File: config.mk
export PLATFORM = sky130hd
export DESIGN_NAME = dbi_codec
export DESIGN_NICKNAME = d
export VERILOG_FILES = /design/src/rtl/dbi_pkg.sv /design/src/rtl/dbi_wr_lane.sv /design/src/rtl/dbi_rd_lane.sv /design/src/rtl/dbi_codec.sv
export SDC_FILE = /design/constraint.sdc
export NUM_CORES = 1
export LEC_CHECK = 0
export BUFFER_PORTS_ARGS = -buffer_cell sky130_fd_sc_hd__clkbuf_2
export CORE_ASPECT_RATIO = 0.9
export CORE_UTILIZATION = 51
export CTS_BUF_LIST = sky130_fd_sc_hd__clkbuf_8 sky130_fd_sc_hd__clkbuf_16
export DETAILED_ROUTE_END_ITERATION = 12
export PLACE_DENSITY = 0.77
export SLEW_MARGIN = 20
export SYNTH_ARGS = -nofsm -noshare
export SYNTH_HDL_FRONTEND = slang
export SYNTH_HIERARCHICAL = 1
export SYNTH_SLANG_ARGS = --single-unit
File: constraint.sdc
create_clock -name clk -period 5.5 [get_ports clk]
set_input_delay 1.1 -clock clk [delete_from_list [all_inputs] [get_ports clk]]
set_output_delay 1.1 -clock clk [all_outputs]
set_load 0.01 [all_outputs]
File: src/rtl/dbi_pkg.sv
package dbi_pkg;
  localparam int unsigned LANE_W    = 8;
  localparam int unsigned ZCNT_W    = $clog2(LANE_W + 1);
  localparam int unsigned LOW_LIMIT = LANE_W / 2;
  localparam int unsigned LINE_HALF = (LANE_W + 1) / 2;

  typedef logic [LANE_W-1:0] lane_t;

  // number of zero bits in one lane byte
  function automatic logic [ZCNT_W-1:0] zero_count(input lane_t b);
    logic [ZCNT_W-1:0] n;
    n = '0;
    for (int i = 0; i < LANE_W; i++) begin
      if (!b[i]) n = n + ZCNT_W'(1);
    end
    return n;
  endfunction

  // true when the byte would pull more than half the data lines low
  function automatic logic zero_heavy(input lane_t b);
    return zero_count(b) > ZCNT_W'(LOW_LIMIT);
  endfunction

  function automatic lane_t cond_flip(input lane_t b, input logic f);
    return f ? ~b : b;
  endfunction
endpackage

File: src/rtl/dbi_wr_lane.sv
module dbi_wr_lane
  import dbi_pkg::*;
(
  input  logic  clk,
  input  logic  rst_n,
  input  logic  en,
  input  logic  load,
  input  lane_t din,
  output lane_t dout,
  output logic  dbi_n
);
  logic flip;   // this beat will be complemented
  logic en_q;   // enable that applied to the held beat

  assign flip = en && zero_heavy(din);

  always_ff @(posedge clk) begin
    if (!rst_n) begin
      dout  <= '0;
      dbi_n <= 1'b1;
      en_q  <= 1'b0;
    end else if (load) begin
      dout  <= cond_flip(din, flip);
      dbi_n <= ~flip;
      en_q  <= en;
    end
  end

  // heavy byte is complemented with flag low
  a_r2_heavy_inverted: assert property (@(posedge clk) disable iff (!rst_n)
    load && en && zero_heavy(din) |=> !dbi_n && (dout == ~$past(din)));

  // light byte passes with flag high
  a_r3_light_passed: assert property (@(posedge clk) disable iff (!rst_n)
    load && en && !zero_heavy(din) |=> dbi_n && (dout == $past(din)));

  // at most half of the nine lane lines low once encoded
  a_r4_low_budget: assert property (@(posedge clk) disable iff (!rst_n)
    en_q |-> ($countones(~{dbi_n, dout}) <= LINE_HALF));

  // disabled write keeps flag high and data untouched
  a_r6_wr_bypass: assert property (@(posedge clk) disable iff (!rst_n)
    load && !en |=> dbi_n && (dout == $past(din)));
endmodule

File: src/rtl/dbi_rd_lane.sv
module dbi_rd_lane
  import dbi_pkg::*;
(
  input  logic  clk,
  input  logic  rst_n,
  input  logic  en,
  input  logic  load,
  input  lane_t din,
  input  logic  dbi_n_in,
  output lane_t dout
);
  logic unflip;  // received beat must be complemented back

  assign unflip = en && !dbi_n_in;

  always_ff @(posedge clk) begin
    if (!rst_n) begin
      dout <= '0;
    end else if (load) begin
      dout <= cond_flip(din, unflip);
    end
  end

  // low flag restores complemented byte
  a_r5_restore: assert property (@(posedge clk) disable iff (!rst_n)
    load && en && !dbi_n_in |=> dout == ~$past(din));

  // high flag leaves byte as received
  a_r5_keep: assert property (@(posedge clk) disable iff (!rst_n)
    load && en && dbi_n_in |=> dout == $past(din));

  // disabled read ignores the flag
  a_r6_rd_bypass: assert property (@(posedge clk) disable iff (!rst_n)
    load && !en |=> dout == $past(din));
endmodule

File: src/rtl/dbi_codec.sv
module dbi_codec
  import dbi_pkg::*;
#(
  parameter int unsigned LANES = 2
) (
  input  logic                     clk,
  input  logic                     rst_n,
  input  logic                     inv_en,
  input  logic                     wr_valid_i,
  input  logic [LANES*LANE_W-1:0]  wr_data_i,
  output logic                     wr_valid_o,
  output logic [LANES*LANE_W-1:0]  wr_data_o,
  output logic [LANES-1:0]         wr_dbi_n_o,
  input  logic                     rd_valid_i,
  input  logic [LANES*LANE_W-1:0]  rd_data_i,
  input  logic [LANES-1:0]         rd_dbi_n_i,
  output logic                     rd_valid_o,
  output logic [LANES*LANE_W-1:0]  rd_data_o
);
  localparam int unsigned DW = LANES * LANE_W;

  always_ff @(posedge clk) begin
    if (!rst_n) begin
      wr_valid_o <= 1'b0;
      rd_valid_o <= 1'b0;
    end else begin
      wr_valid_o <= wr_valid_i;
      rd_valid_o <= rd_valid_i;
    end
  end

  for (genvar k = 0; k < LANES; k++) begin : g_lane
    dbi_wr_lane u_wr (
      .clk   (clk),
      .rst_n (rst_n),
      .en    (inv_en),
      .load  (wr_valid_i),
      .din   (wr_data_i[k*LANE_W +: LANE_W]),
      .dout  (wr_data_o[k*LANE_W +: LANE_W]),
      .dbi_n (wr_dbi_n_o[k])
    );
    dbi_rd_lane u_rd (
      .clk      (clk),
      .rst_n    (rst_n),
      .en       (inv_en),
      .load     (rd_valid_i),
      .din      (rd_data_i[k*LANE_W +: LANE_W]),
      .dbi_n_in (rd_dbi_n_i[k]),
      .dout     (rd_data_o[k*LANE_W +: LANE_W])
    );
  end

  // one register stage on each valid
  a_r7_wr_valid: assert property (@(posedge clk) disable iff (!rst_n)
    wr_valid_o == $past(wr_valid_i));
  a_r7_rd_valid: assert property (@(posedge clk) disable iff (!rst_n)
    rd_valid_o == $past(rd_valid_i));

  // outputs hold over idle cycles
  a_r9_wr_hold: assert property (@(posedge clk) disable iff (!rst_n)
    !wr_valid_i |=> $stable(wr_data_o) && $stable(wr_dbi_n_o));
  a_r9_rd_hold: assert property (@(posedge clk) disable iff (!rst_n)
    !rd_valid_i |=> $stable(rd_data_o));

  initial begin
    a_r8_lane_count: assert (DW == LANES * LANE_W && LANES >= 1);
  end
endmodule

==> flow_metrics.py <==
metrics = {
    "global_route": {
        "grt_max_degree": 61,
        "use_met1": 0.3262,
        "grt-ovfl-total": 0,
        "met2_usage": 0.4180,
        "grt_util_all_layers": 0.2472,
        "busiest_layer": "met2",
        "met3_usage": 0.03986,
        "antenna_found_initial": 0,
        "grt_pass1_vias": 3532,
        "grt_pass1_wl_um": 16190,
    },
    "synth": {
        "syn_nets": 505,
        "seq_area_frac_synth": 0.1857,
        "synthDistinctLibCells": 58,
        "synth_async_sr_flop_share": 0,
        "synth_edf_count": 0,
        "ys_seq_elements": 36,
        "synth_area_um2": 3881,
        "synthFlopType": "dfxtp_1",
        "postSynthAreaPerCell_um2": 8.625,
        "synth_cells": 450,
        "ys_warn_count": 6,
    },
    "clock_tree": {
        "cts_made_buffers": 5,
        "htreeDepth": 2,
        "worstSkewPairLatency_ns": 0.29,
        "root_buffer": "clkbuf_8",
        "clock_sink_count": 36,
        "clockBufferDepth": 2,
        "cts_tree": "built",
        "clkSlewWorstSetupHoldPaths_ns": 0.07,
    },
    "floorplanning": {
        "dieWidth_um": 93.96,
        "die_y_um": 84.76,
        "row_count": 29,
        "core_area_um2": 7221,
        "initial_core_util": 0.5375,
        "dieArea_um2": 7964,
        "io_pins": 75,
    },
    "final_layout": {
        "area_growth_pct": 19.73,
        "nets": 594,
        "final_cells": 633,
        "antenna_cells": 0,
        "drive_above_1_share": 0.3333,
        "n_fill_cell": 643,
    },
    "setup_path": {
        "crit_chain": "clkbuf_2 -> inv_1 -> ha_4 -> mux2i_2 -> mux2i_1 -> o21a_1 -> ha_1 -> buf_4 -> nor2_1 -> a211oi_1 -> nor3_1 -> nor3_2 -> nor2_2 -> inv_1 -> ha_1 -> nor2_2 -> a21oi_1 -> ha_1 -> nor4_1 -> a311o_1 -> a211o_1 -> o221a_2 -> a2111o_1 -> nand3_1",
        "reg2regPathDepth": 2,
        "crit_required_ns": 5.73,
        "r2r_end": "g_lane[0].u_wr/dout[7]",
        "path_delay_family": "compound AO/OA/AOI/OAI gates",
        "crit_path_start_kind": "input port",
        "crit_top_cell": "ha_1",
        "worstSetupEndpoint": "g_lane[1].u_wr/dout[3]",
        "end_kind": "flip-flop",
        "critical-path-max-stage-delay_ns": 0.43,
        "arrival_ns": 5.49,
        "cp_max_fo": 5,
        "reg2reg_from": "g_lane[0].u_wr/dout[7]",
        "crit_type": "in2reg",
        "crit_cells": 24,
        "crit_start": "wr_data_i[8]",
        "critPathSlowestCell": "a2111o_1",
        "path_buf_inv": 4,
        "r2r_setup_slack_ns": 4.56,
    },
    "pwr": {
        "switching_share": 0.4022,
        "irDropWorstVdd_uv": 230.0,
        "leakage_uw": 0.002134,
        "finalPower_uw": 1231,
        "p_clk_frac": 0.160,
        "p_sw_uw": 495.2,
        "seqPwrFrac": 0.267,
        "p_int_uw": 735.9,
        "combPwrFrac": 0.572,
        "power_density_nw_per_um2": 264.9,
    },
    "detailed_routing": {
        "route.vias.total": 3787,
        "drt_pre_antenna_iters": 5,
        "routed_via_density": 5.983,
        "first_iter_violations": 272,
        "finalWirelength_um": 9932,
        "routedWlPerCell_um": 15.69,
        "drc": 0,
        "antenna_left": 0,
    },
    "timing": {
        "period_needed_ns": 5.253,
        "setup_viol": 0,
        "fmax_mhz": 190.4,
        "hold_viol": 0,
        "tightest_slew_ns": 1.006,
        "clock_skew_ns": 0,
        "post-route-period-util": 0.9551,
        "finalSetupTns_ns": 0,
        "relSlewSlack": 0.3294,
        "whs_ns": 0.5001,
        "worst_slack_ns": 0.2471,
        "slew_violations": 0,
    },
    "placed_design": {
        "portBuffers": 74,
        "dpl.cell_count": 622,
        "hpwl_um": 7094,
        "place.gp.congestion": 0.8427,
        "place_ws_ns": -0.2183,
    },
    "worst_hold_path": {
        "hold_path.class": "reg2reg",
    },
    "status": {
        "outcome": "complete, no violations",
    },
    "flow_run": {
        "drv_cap": 0,
    },
}
## cells in the final DEF, fill, tap and decap left out, types with 6 or more instances in the layout
| master | instances |
|---|---|
| nand2_1 | 10 |
| clkbuf_2 | 74 |
| dfxtp_1 | 36 |
| mux2i_1 | 7 |
| a2111o_1 | 12 |
| nor3b_1 | 8 |
| ha_1 | 14 |
| buf_4 | 40 |
| nor2b_1 | 28 |
| a21oi_1 | 12 |
| o21ai_1 | 19 |
| inv_1 | 15 |
| and2_1 | 6 |
| nand3_1 | 38 |
| nor3_1 | 10 |
| o21ai_0 | 7 |
| and4b_1 | 16 |
| clkbuf_8 | 6 |
| nor2_1 | 10 |
| nand2b_1 | 6 |
| xnor2_2 | 8 |
| a31oi_1 | 16 |
| a211oi_2 | 16 |
| and3_1 | 30 |
## power groups by stage
| stage | Clock, uW | Sequential [uW] | Combinational, uW |
|---|---|---|---|
| 2_1_floorplan | 0 | 346 | 441 |
| 3_5_place_dp | 0 | 333 | 654 |
| 3_3_place_gp | 0 | 333 | 630 |
| 4_1_cts | 199 | 328 | 657 |
| 6_report | 197 | 329 | 705 |
| 5_1_grt | 210 | 334 | 766 |
## worst min path at each step
stage | endpoint | slack [ns] | cells after the start | start
floorplan | g_lane[0].u_wr/dbi_n | 0.51 | 2 | g_lane[0].u_wr/dbi_n
global route | g_lane[0].u_wr/dbi_n | 0.54 | 2 | g_lane[0].u_wr/dbi_n
global placement | g_lane[1].u_wr/dbi_n | 0.48 | 2 | g_lane[1].u_wr/dbi_n
CTS | g_lane[1].u_wr/dbi_n | 0.50 | 2 | g_lane[1].u_wr/dbi_n
detailed placement | g_lane[1].u_wr/dbi_n | 0.49 | 2 | g_lane[1].u_wr/dbi_n
finish | g_lane[1].u_wr/dbi_n | 0.50 | 2 | g_lane[1].u_wr/dbi_n
## tightest hold or removal path, cell delays in order, from the launching register on
cell	delay [ns]
dfxtp_1	0.31
nor2_1	0.07
o21ai_0	0.07
## state kept, by name, summed over array words and instances, names as in the netlist
signal,flops
rd_valid_o,1
g_lane.u_rd/dout,16
g_lane.u_wr/dout,16
wr_valid_o,1
g_lane.u_wr/dbi_n,2
## area by class of cell
cell class / count / area [um^2] / share of cell area
inverter: 18 / 67.56 / 0.01454
timing repair buffer: 114 / 670.6 / 0.1443
clock buffer: 6 / 82.58 / 0.01777
tap: 93 / 116.4 / 0.02504
sequential: 36 / 720.7 / 0.1551
clock inverter: 2 / 10.01 / 0.002154
multi-input combinational: 364 / 2979 / 0.6411
## Yosys cell counts, types with 8 or more instances
master    number  area (um^2)
nor2b_1       28        175.2
buf_6          8        90.09
nand2_1       10        37.54
nor3_1        10        50.05
o21ai_1       18        90.09
inv_1         16        60.06
nor3b_1        8        60.06
a21oi_1       12        60.06
nor2_1        14        52.55
a2111o_1      12        135.1
a31oi_1       16        100.1
nand3_1       38        190.2
ha_1          16        200.2
and4b_1       16        160.2
buf_2         10        50.05
dfxtp_1       36        720.7
a211oi_2      16        200.2
clkbuf_1      14        52.55
and3_1        30        187.7
xnor2_2        8        130.1
o21ai_0        8        40.04
mux2i_1        8        80.08
## stage by stage
step / instance area (um^2) / utilization
floorplan: 3886 / -
global placement: 4466 / 0.6184
detailed placement: 4466 / 0.6184
CTS: 4558 / 0.6313
global route: 4647 / 0.6436
finish: 4647 / 0.6436
## per-layer routing
metal / share of wire / wire length [um] / vias to the layer above
li1: - / - / 1895
met5: 0 / 0 / -
met4: 0.011 / 106 / 0
met2: 0.48 / 4742 / 95
met1: 0.46 / 4618 / 1784
met3: 0.047 / 465 / 13
## logic make-up (layout without fill, tap and decap cells)
| group | Yosys count | after routing | share of synthesized area |
|---|---|---|---|
| AO/OA/AOI/OAI | 118 | 120 | 0.2553 |
| XOR/XNOR | 22 | 22 | 0.09220 |
| adder cells (fa/ha/maj) | 16 | 16 | 0.05158 |
| buffers and inverters | 52 | 140 | 0.06899 |
| flip-flops | 36 | 36 | 0.1857 |
| multiplexers | 10 | 10 | 0.02643 |
| AND/OR/NAND/NOR | 196 | 196 | 0.3198 |
## repair_timing
item / in CTS / in global routing
setup endpoints to repair: 0 / 16
hold buffers: 0 / 0
setup buffers: 0 / 1
resized for setup: 0 / 13
Power figures use the tool's default switching activity.
